## config.mk

```make
export PLATFORM = sky130hd
export DESIGN_NAME = xmit_chk_mon
export DESIGN_NICKNAME = d
export VERILOG_FILES = /design/src/rtl/xcm_pkg.sv /design/src/rtl/xcm_level_chk.sv /design/src/rtl/xcm_asrt_chk.sv /design/src/rtl/xcm_par_chk.sv /design/src/rtl/xcm_err_status.sv /design/src/rtl/xmit_chk_mon.sv
export SDC_FILE = /design/constraint.sdc
export NUM_CORES = 1
export LEC_CHECK = 0
export BUFFER_PORTS_ARGS = -buffer_cell sky130_fd_sc_hd__buf_2
export CAP_MARGIN = 30
export CORE_UTILIZATION = 46
export DETAILED_ROUTE_END_ITERATION = 16
export GPL_TIMING_DRIVEN = 0
export PLACE_DENSITY = 0.8
export SYNTH_ARGS = -nofsm -noshare
export SYNTH_HDL_FRONTEND = slang
export SYNTH_SLANG_ARGS = --single-unit
```

## constraint.sdc

```tcl
create_clock -name clk_i -period 2.16 [get_ports clk_i]
set_clock_uncertainty 0.2 [all_clocks]
set_input_delay 0.432 -clock clk_i [delete_from_list [all_inputs] [get_ports clk_i]]
set_output_delay 0.432 -clock clk_i [all_outputs]
set_load 0.005 [all_outputs]
```

## src/rtl/xcm_pkg.sv

```systemverilog
package xcm_pkg;
  localparam int unsigned ERR_LVL  = 0;
  localparam int unsigned ERR_ASRT = 1;
  localparam int unsigned ERR_PAR  = 2;
  localparam int unsigned NUM_ERR  = 3;
  typedef logic [NUM_ERR-1:0] err_vec_t;
endpackage

```

## src/rtl/xcm_level_chk.sv

```systemverilog
module xcm_level_chk #(
  parameter int unsigned W = 3
) (
  input  logic [W-1:0] drv_i,
  input  logic [W-1:0] oe_i,
  input  logic [W-1:0] bus_i,
  output logic         mis_o
);
  logic [W-1:0] bit_mis;
  for (genvar i = 0; i < W; i++) begin : g_bit
    // exact level compare on enabled bits
    assign bit_mis[i] = oe_i[i] & (drv_i[i] ^ bus_i[i]);
  end
  assign mis_o = |bit_mis;
endmodule

```

## src/rtl/xcm_asrt_chk.sv

```systemverilog
module xcm_asrt_chk #(
  parameter int unsigned W = 4
) (
  input  logic [W-1:0] drv_i,
  input  logic [W-1:0] bus_i,
  output logic         mis_o
);
  logic [W-1:0] bit_mis;
  for (genvar i = 0; i < W; i++) begin : g_bit
    // only a lost assertion counts
    assign bit_mis[i] = drv_i[i] & ~bus_i[i];
  end
  assign mis_o = |bit_mis;
endmodule

```

## src/rtl/xcm_par_chk.sv

```systemverilog
module xcm_par_chk #(
  parameter int unsigned CMD_W  = 3,
  parameter int unsigned ADDR_W = 16
) (
  input  logic              clk_i,
  input  logic              rst_ni,
  input  logic              vld_i,
  input  logic [CMD_W-1:0]  cmd_i,
  input  logic [ADDR_W-1:0] addr_i,
  input  logic              par_i,
  output logic              perr_o
);
  logic              vld_q;
  logic [CMD_W-1:0]  cmd_q;
  logic [ADDR_W-1:0] addr_q;
  logic              par_q;

  always_ff @(posedge clk_i or negedge rst_ni) begin
    if (!rst_ni) begin
      vld_q  <= 1'b0;
      cmd_q  <= '0;
      addr_q <= '0;
      par_q  <= 1'b0;
    end else begin
      vld_q <= vld_i;
      if (vld_i) begin
        cmd_q  <= cmd_i;
        addr_q <= addr_i;
        par_q  <= par_i;
      end
    end
  end

  // even parity: XOR of all captured bits is zero when good
  assign perr_o = vld_q & (^{cmd_q, addr_q, par_q});
endmodule

```

## src/rtl/xcm_err_status.sv

```systemverilog
module xcm_err_status
  import xcm_pkg::*;
(
  input  logic     clk_i,
  input  logic     rst_ni,
  input  err_vec_t det_i,
  input  logic     clr_i,
  input  logic     fault_en_i,
  output err_vec_t sts_o,
  output logic     fault_o
);
  err_vec_t sts_q;
  logic     fault_q;

  always_ff @(posedge clk_i or negedge rst_ni) begin
    if (!rst_ni) begin
      sts_q   <= '0;
      fault_q <= 1'b0;
    end else begin
      // new detection beats a same-cycle clear
      sts_q   <= det_i | (sts_q & ~{NUM_ERR{clr_i}});
      fault_q <= fault_en_i & (|det_i);
    end
  end

  assign sts_o   = sts_q;
  assign fault_o = fault_q;

  assert_sticky_hold_R6: assert property (@(posedge clk_i) disable iff (!rst_ni)
    !clr_i |=> ((sts_q & $past(sts_q)) == $past(sts_q)));
  assert_clr_all_R7: assert property (@(posedge clk_i) disable iff (!rst_ni)
    (clr_i && det_i == '0) |=> (sts_q == '0));
  assert_det_wins_R7: assert property (@(posedge clk_i) disable iff (!rst_ni)
    (det_i != '0) |=> ((sts_q & $past(det_i)) == $past(det_i)));
  assert_fault_cause_R8: assert property (@(posedge clk_i) disable iff (!rst_ni)
    fault_q |-> $past(fault_en_i && (det_i != '0)));
  assert_fault_gated_R8: assert property (@(posedge clk_i) disable iff (!rst_ni)
    !fault_en_i |=> !fault_q);
endmodule

```

## src/rtl/xmit_chk_mon.sv

```systemverilog
module xmit_chk_mon
  import xcm_pkg::*;
#(
  parameter int unsigned CMD_W  = 3,
  parameter int unsigned LVL_W  = 4,
  parameter int unsigned ASRT_W = 4,
  parameter int unsigned ADDR_W = 16
) (
  input  logic              clk_i,
  input  logic              rst_ni,
  input  logic              cmd_oe_i,
  input  logic [CMD_W-1:0]  cmd_drv_i,
  input  logic [CMD_W-1:0]  cmd_bus_i,
  input  logic [LVL_W-1:0]  lvl_oe_i,
  input  logic [LVL_W-1:0]  lvl_drv_i,
  input  logic [LVL_W-1:0]  lvl_bus_i,
  input  logic [ASRT_W-1:0] asrt_drv_i,
  input  logic [ASRT_W-1:0] asrt_bus_i,
  input  logic              addr_vld_i,
  input  logic [ADDR_W-1:0] addr_bus_i,
  input  logic              par_bus_i,
  input  logic              sw_clr_i,
  input  logic              fault_en_i,
  output logic              err_lvl_o,
  output logic              err_asrt_o,
  output logic              err_par_o,
  output logic              fault_o
);
  logic     cmd_mis, lvl_mis, asrt_mis, par_err;
  err_vec_t det, sts;

  xcm_level_chk #(.W(CMD_W)) u_cmd_chk (
    .drv_i (cmd_drv_i),
    .oe_i  ({CMD_W{cmd_oe_i}}),
    .bus_i (cmd_bus_i),
    .mis_o (cmd_mis)
  );

  xcm_level_chk #(.W(LVL_W)) u_lvl_chk (
    .drv_i (lvl_drv_i),
    .oe_i  (lvl_oe_i),
    .bus_i (lvl_bus_i),
    .mis_o (lvl_mis)
  );

  xcm_asrt_chk #(.W(ASRT_W)) u_asrt_chk (
    .drv_i (asrt_drv_i),
    .bus_i (asrt_bus_i),
    .mis_o (asrt_mis)
  );

  xcm_par_chk #(.CMD_W(CMD_W), .ADDR_W(ADDR_W)) u_par_chk (
    .clk_i  (clk_i),
    .rst_ni (rst_ni),
    .vld_i  (addr_vld_i),
    .cmd_i  (cmd_bus_i),
    .addr_i (addr_bus_i),
    .par_i  (par_bus_i),
    .perr_o (par_err)
  );

  always_comb begin
    det           = '0;
    det[ERR_LVL]  = cmd_mis | lvl_mis;
    det[ERR_ASRT] = asrt_mis;
    det[ERR_PAR]  = par_err;
  end

  xcm_err_status u_status (
    .clk_i      (clk_i),
    .rst_ni     (rst_ni),
    .det_i      (det),
    .clr_i      (sw_clr_i),
    .fault_en_i (fault_en_i),
    .sts_o      (sts),
    .fault_o    (fault_o)
  );

  assign err_lvl_o  = sts[ERR_LVL];
  assign err_asrt_o = sts[ERR_ASRT];
  assign err_par_o  = sts[ERR_PAR];

  assert_cmd_level_R1: assert property (@(posedge clk_i) disable iff (!rst_ni)
    (cmd_oe_i && (cmd_drv_i != cmd_bus_i)) |=> err_lvl_o);
  assert_field_level_R2: assert property (@(posedge clk_i) disable iff (!rst_ni)
    ((lvl_oe_i & (lvl_drv_i ^ lvl_bus_i)) != '0) |=> err_lvl_o);
  assert_lost_assert_R3: assert property (@(posedge clk_i) disable iff (!rst_ni)
    ((asrt_drv_i & ~asrt_bus_i) != '0) |=> err_asrt_o);
  assert_par_after_strobe_R4: assert property (@(posedge clk_i) disable iff (!rst_ni)
    $rose(err_par_o) |-> $past(addr_vld_i, 2));
endmodule

```

==> flow_metrics.tcl, run 1 <==
set metrics [dict create \
    area_growth_syn_to_layout_pct 27.25 \
    p_comb_share_pct 33.7 \
    synth_nets 140 \
    start_util_pct 49.05 \
    rsz0062_at_grt "no" \
    path_cells "xnor2_1, xnor2_1, xnor3_2, xor2_1, a22o_1" \
    grt_usage_pct 17.11 \
    grt_pass1_wl_um 3415 \
    port_buffers 52 \
    slowest_stage "xnor3_2" \
    rrSetupSlack_ns 0.28 \
    grt_pass1_vias 906 \
    clock_path_buffers 2 \
    min_path_type "input pin to register" \
    synth_seq_cells 25 \
    drt-pass1-iter-count 2 \
    crit_required_ns 2.17 \
    synth.top_cell.area_share_pct 51.02 \
    post_cts_buffers 0 \
    pin_count 53 \
    yosys.area.top_type "dfrtp_1" \
    worstReg2RegEnd "u_status.sts_o[2]$_DFF_PN0_" \
    hold_viol 0 \
    clock_power_share_pct 17.4 \
    clkTransAtPathRegs_ns 0.12 \
    cpPeakStageDelay_ns 0.47 \
    status "complete, no violations" \
    ant_nets 0 \
    synthCells 91 \
    layout_min_cycle_time_ns 1.881 \
    avgRoutedWirePerCell_um 11.65 \
    yosys_warnings 0 \
    drc 0 \
    syn_avg_cell_area_um2 13.47 \
    htree_levels 1 \
    critPathKind "register to register" \
    setup-tns-final_ns 0 \
    routed_wl_um 2074 \
    post-route-period-util_pct 87.09 \
    ys.flop_type "dfrtp_1" \
    cts-root-buf "clkbuf_4" \
    core_area_um2 2500 \
    grt_overflow 0 \
    timing.fmax_mhz 531.6 \
    drv_cap 0 \
    ctsResizeCount 0 \
    vias 868 \
    synth_area_leaders "dfrtp_1 (51%), mux2_2 (18%), xnor2_1 (9.3%)" \
    cpMostUsedCell "xnor2_1" \
    relSlewSlack_pct 62.25 \
    worstMarginPinSlew_ns 0.5520 \
    r2r-start "u_par_chk.addr_q[5]$_DFFE_PN0P_" \
    chipWidth_um 53.63 \
    rows 18 \
    power_leakage_nw 0.7433 \
    worstHoldPathCells 1 \
    crit_arrival_ns 1.89 \
    yosys.cell_count.top_type "dfrtp_1" \
    clk-insertion-delay-late_ns 0.31 \
    cp-start-kind "register" \
    synth_area_um2 1226 \
    setup_viol 0 \
    antenna_found_initial 0 \
    ys_seq_area_share_pct 51.02 \
    ff2ff_path_depth 5 \
    ir_drop_v 0.0005665 \
    fin_util_pct 62.41 \
    synth_cell_type_count 20 \
    hold_start "addr_vld_i" \
    dp_hpwl_um 1691 \
    whs_endpoint "u_par_chk.vld_q$_DFF_PN0_" \
    p_seq_share_pct 48.9 \
    powerDensity_nw_per_um2 730.1 \
    drt-initial-drc-count 2 \
    die_y_um 53.63 \
    cts.sinks 25 \
    crit_fanout 3 \
    crit_path_end_kind "register" \
    cts_tree "yes" \
    switchingPower_w 0.0003092 \
    synthTopCellsByCount "dfrtp_1 (25), mux2_2 (20), xnor2_1 (13)" \
    antennaDiodeCount 0 \
    drt-vias-per-instance 4.876 \
    final_nets 198 \
    intPower_w 0.0008300 \
    drive_above_1_share_pct 52.70 \
    async_reset_ff_share_pct 100.0 \
    slew_viol_final 0 \
    cts_buffers 3 \
    fp.dieArea_um2 2876 \
    hold_buffers 1 \
    synth_edf_count 0 \
    sw_frac_of_total_pct 27.15 \
    grt_max_degree 26 \
    routabilityCongestion 0.6944 \
]
## flip-flops by register name, indices dropped and copies added (netlist names)
name              count
u_status.fault_o      1
u_par_chk.vld_q       1
u_status.sts_o        3
u_par_chk.addr_q     16
u_par_chk.cmd_q       3
u_par_chk.par_q       1
## stage by stage
stage | total power, W | worst slack [ns] | instances | instance area (µm²) | hold WS (ns)
detailed placement | 0.0009604 | 0.2306 | 173 | 1524 | 0.2529
global placement | 0.0009389 | 0.3208 | 173 | 1524 | 0.2357
global route | 0.001217 | 0.1798 | 178 | 1560 | 0.02390
finish | 0.001139 | 0.2789 | 178 | 1560 | 0.04571
CTS | 0.001166 | 0.2579 | 178 | 1560 | 0.02856
floorplan | 0.0008457 | 0.3879 | 91 | 1226 | -0.06359
## worst max-delay path: cells and delay by family, from the launching register on
family,cells,cell delay [ns]
XOR/XNOR,4,0.99
flip-flops,1,0.41
AO/OA/AOI/OAI,1,0.18
## cell type report
class,count,area [µm²]
fillers,211,939.7
flip-flops and latches,25,625.6
multi-input cells,60,578.1
repair buffers,53,270.3
well taps,30,37.54
clock buffers,4,26.28
inverters,4,15.01
plain buffers,2,7.507
## layer usage
layer,global-route usage [%],routed length (µm)
met1,16.01,805
met2,33.75,1140
met3,4.237,118
met4,8.333,10
met5,0,0
## power by group through the flow
stage | clock, W | sequential, W | combinational, W
after global routing | 0.000225 | 0.000564 | 0.000427
after global placement | 0 | 0.000565 | 0.000374
final | 0.000198 | 0.000557 | 0.000384
after CTS | 0.000213 | 0.000559 | 0.000394
after detailed placement | 0 | 0.000569 | 0.000392
after floorplan | 0 | 0.000565 | 0.000281
## cells by family after synthesis
family / after synthesis / share of synthesized area, %
xor gates and xnor gates: 25 / 20.31
DFF: 25 / 51.02
muxes: 20 / 18.37
AOI/OAI and AO/OA: 8 / 5.000
and+or+nand+nor: 7 / 3.469
buffers and inverters: 6 / 1.837
## layout by cell type (no fill, tap or decap), drive strengths merged
master / instances
a2111oi: 1
a22o: 1
a22oi: 2
buf: 52
clkbuf: 6
dfrtp: 25
dlygate4sd3: 1
inv: 4
mux2: 20
nand2: 1
nand3: 1
nand4: 1
nand4b: 1
nor2b: 3
o2111ai: 1
o211ai: 1
o21ai: 1
o31ai: 1
xnor2: 15
xnor3: 1
xor2: 9
## worst max-delay path by stage
| stage | startpoint | slack [ns] | cells after the start | end |
|---|---|---|---|---|
| 3_3_place_gp | asrt_drv_i[1] | 0.32 | 6 | u_status.fault_o$_DFF_PN0_ |
| 6_report | u_par_chk.addr_q[5]$_DFFE_PN0P_ | 0.28 | 5 | u_status.sts_o[2]$_DFF_PN0_ |
| 2_1_floorplan | u_par_chk.addr_q[5]$_DFFE_PN0P_ | 0.39 | 5 | u_status.sts_o[2]$_DFF_PN0_ |
| 3_5_place_dp | asrt_drv_i[1] | 0.23 | 6 | u_status.fault_o$_DFF_PN0_ |
| 4_1_cts | u_par_chk.addr_q[5]$_DFFE_PN0P_ | 0.26 | 5 | u_status.sts_o[2]$_DFF_PN0_ |
| 5_1_grt | u_par_chk.addr_q[5]$_DFFE_PN0P_ | 0.18 | 5 | u_status.sts_o[2]$_DFF_PN0_ |
(Power assumes the default switching activity.)
==> run 2: changes to the inputs <==
--- a/config.mk
+++ b/config.mk
@@ -6,8 +6,9 @@
 export NUM_CORES = 1
 export LEC_CHECK = 0
 export BUFFER_PORTS_ARGS = -buffer_cell sky130_fd_sc_hd__buf_2
-export CAP_MARGIN = 30
-export CORE_UTILIZATION = 46
+export CELL_PAD_IN_SITES_DETAIL_PLACEMENT = 0
+export CELL_PAD_IN_SITES_GLOBAL_PLACEMENT = 2
+export CORE_UTILIZATION = 29
 export DETAILED_ROUTE_END_ITERATION = 16
 export GPL_TIMING_DRIVEN = 0
 export PLACE_DENSITY = 0.8
==> run 2 against run 1 <==
Utilization down 23 points; global-route usage down 6.0 points; critical path depth unchanged; register-to-register slack better by 0.02 ns; hold slack better by 0.065 ns; combinational power about the same; critical path type unchanged; critical endpoint unchanged.
==> flow_metrics.tcl, run 2 (synthesis results as in run 1) <==
set metrics [dict create \
    final_area_um2 1604 \
    power.total_w 0.001204 \
    switchingPower_w 0.0003142 \
    rsz0062_at_grt "no" \
    relSlewSlack_pct 59.63 \
    top_register "u_par_chk.addr_q" \
    cp-start-kind "register" \
    clk-insertion-delay-late_ns 0.26 \
    cts-root-buf "clkbuf_8" \
    drive_above_1_share_pct 52.70 \
    mostFrequentLayoutCells "buf_2 (52), dfrtp_1 (25), mux2_2 (20), xnor2_1 (13), xor2_1 (9)" \
    fill_cells 412 \
    p_seq_share_pct 46.4 \
    power_leakage_nw 0.7511 \
    routabilityCongestion 0.7085 \
    fp.dieArea_um2 4492 \
    dp_hpwl_um 1912 \
    chipWidth_um 67.03 \
    cts_buffers 3 \
    htree_levels 1 \
    routed_wl_um 2280 \
    cpPeakStageDelay_ns 0.47 \
    crit_arrival_ns 1.81 \
    rows 23 \
    critPathKind "register to register" \
    grt_pass1_vias 887 \
    avgRoutedWirePerCell_um 11.52 \
    cts.sinks 25 \
    core_area_um2 4029 \
    layout_min_cycle_time_ns 1.859 \
    status "complete, no violations" \
    ant_nets 0 \
    min_path_type "input pin to register" \
    clock_power_share_pct 21.6 \
    post-route-period-util_pct 86.07 \
    ctsResizeCount 0 \
    p_comb_share_pct 32.0 \
    crit_fanout 3 \
    antenna_found_initial 0 \
    largest_register_ffs 16 \
    vias 864 \
    layout_commonest_cell "buf_2" \
    timing.fmax_mhz 537.9 \
    slowest_stage "xnor3_2" \
    ir_drop_v 0.0003894 \
    antennaDiodeCount 0 \
    fin_util_pct 39.81 \
    clkTransAtPathRegs_ns 0.08 \
    powerDensity_nw_per_um2 750.4 \
    drv_cap 0 \
    cpMostUsedCell "xnor2_1" \
    drt-initial-drc-count 5 \
    intPower_w 0.0008894 \
    final_nets 198 \
    drt-vias-per-instance 4.364 \
    setup-tns-final_ns 0 \
    clock_path_buffers 2 \
    setup_viol 0 \
    grt_overflow 0 \
    area_growth_syn_to_layout_pct 30.82 \
    path_cells "xnor2_1, xnor2_1, xnor3_2, xor2_1, a22o_1" \
    grt_pass1_wl_um 3691 \
    slew_viol_final 0 \
    grt_max_degree 26 \
    die_y_um 67.03 \
    drc 0 \
    post_dp_cell_area_um2 1549 \
    crit_path_end_kind "register" \
    crit_required_ns 2.11 \
    port_buffers 52 \
    pin_count 53 \
    grt_usage_pct 11.09 \
    hold_viol 0 \
    worstMarginPinSlew_ns 0.5903 \
    sw_frac_of_total_pct 26.11 \
    drt-pass1-iter-count 2 \
    start_util_pct 30.43 \
    cts_tree "yes" \
]
run 2: changes by cell type in the layout (fill, tap and decap cells not counted):
cell      delta
clkbuf_4     -3
clkbuf_8     +3
run 2: worst max-delay path, delay by kind of cell (launching register included):
family          cells  cell delay, ns
flops               1            0.40
compound gates      1            0.18
xor+xnor            4            0.98
run 2: per-layer routing:
layer  vias up  GRT usage [%]  wire, µm  part of all wire [%]
met5         -              0         0                     0
met4         0          3.989        25                   1.1
met3         4          2.740       162                   7.1
met2        31          19.88      1172                    51
met1       402          12.49       921                    40
li1        427              -         -                     -
run 2: final cells by class:
type | count | area, µm² | share of cell area, %
inverters | 4 | 15.01 | 0.9360
well taps | 50 | 62.56 | 3.900
flip-flops and latches | 25 | 625.6 | 39.00
plain buffers | 2 | 7.507 | 0.4680
clock buffers | 4 | 45.04 | 2.808
repair buffers | 53 | 270.3 | 16.85
multi-input cells | 60 | 578.1 | 36.04
run 2: through the flow:
stage	hold slack, ns	cells	worst slack (ns)
3_3_place_gp	0.2429	193	0.2925
2_1_floorplan	-0.06359	91	0.3879
3_5_place_dp	0.2523	193	0.1550
4_1_cts	0.1071	198	0.2865
5_1_grt	0.1013	198	0.2091
6_report	0.1105	198	0.3008
run 2: power by group through the flow:
| stage | Combinational, W | Clock [W] | Sequential (W) |
|---|---|---|---|
| 2_1_floorplan | 0.000281 | 0 | 0.000565 |
| 3_3_place_gp | 0.000380 | 0 | 0.000566 |
| 3_5_place_dp | 0.000390 | 0 | 0.000569 |
| 4_1_cts | 0.000392 | 0.000273 | 0.000559 |
| 5_1_grt | 0.000422 | 0.000293 | 0.000567 |
| 6_report | 0.000385 | 0.000260 | 0.000559 |
run 2: repair_timing:
action | CTS | global route
buffers inserted | 0 | 0
endpoints found under the hold margin | 25 | 0
hold buffers | 1 | 0
run 2: worst paths after layout:
kind,from,to,slack [ns],cells past startpoint
worst max-delay path,u_par_chk.addr_q[5]$_DFFE_PN0P_,u_status.sts_o[2]$_DFF_PN0_,0.30,5
worst min-delay path,addr_vld_i,u_par_chk.vld_q$_DFF_PN0_,0.11,1
worst max register to register,u_par_chk.addr_q[5]$_DFFE_PN0P_,u_status.sts_o[2]$_DFF_PN0_,0.30,5
worst min register to register,u_status.sts_o[2]$_DFF_PN0_,u_status.sts_o[2]$_DFF_PN0_,0.32,1
max in group asynchronous,rst_ni,u_par_chk.addr_q[12]$_DFFE_PN0P_,0.90,2
min in group asynchronous,rst_ni,u_par_chk.addr_q[1]$_DFFE_PN0P_,0.49,2
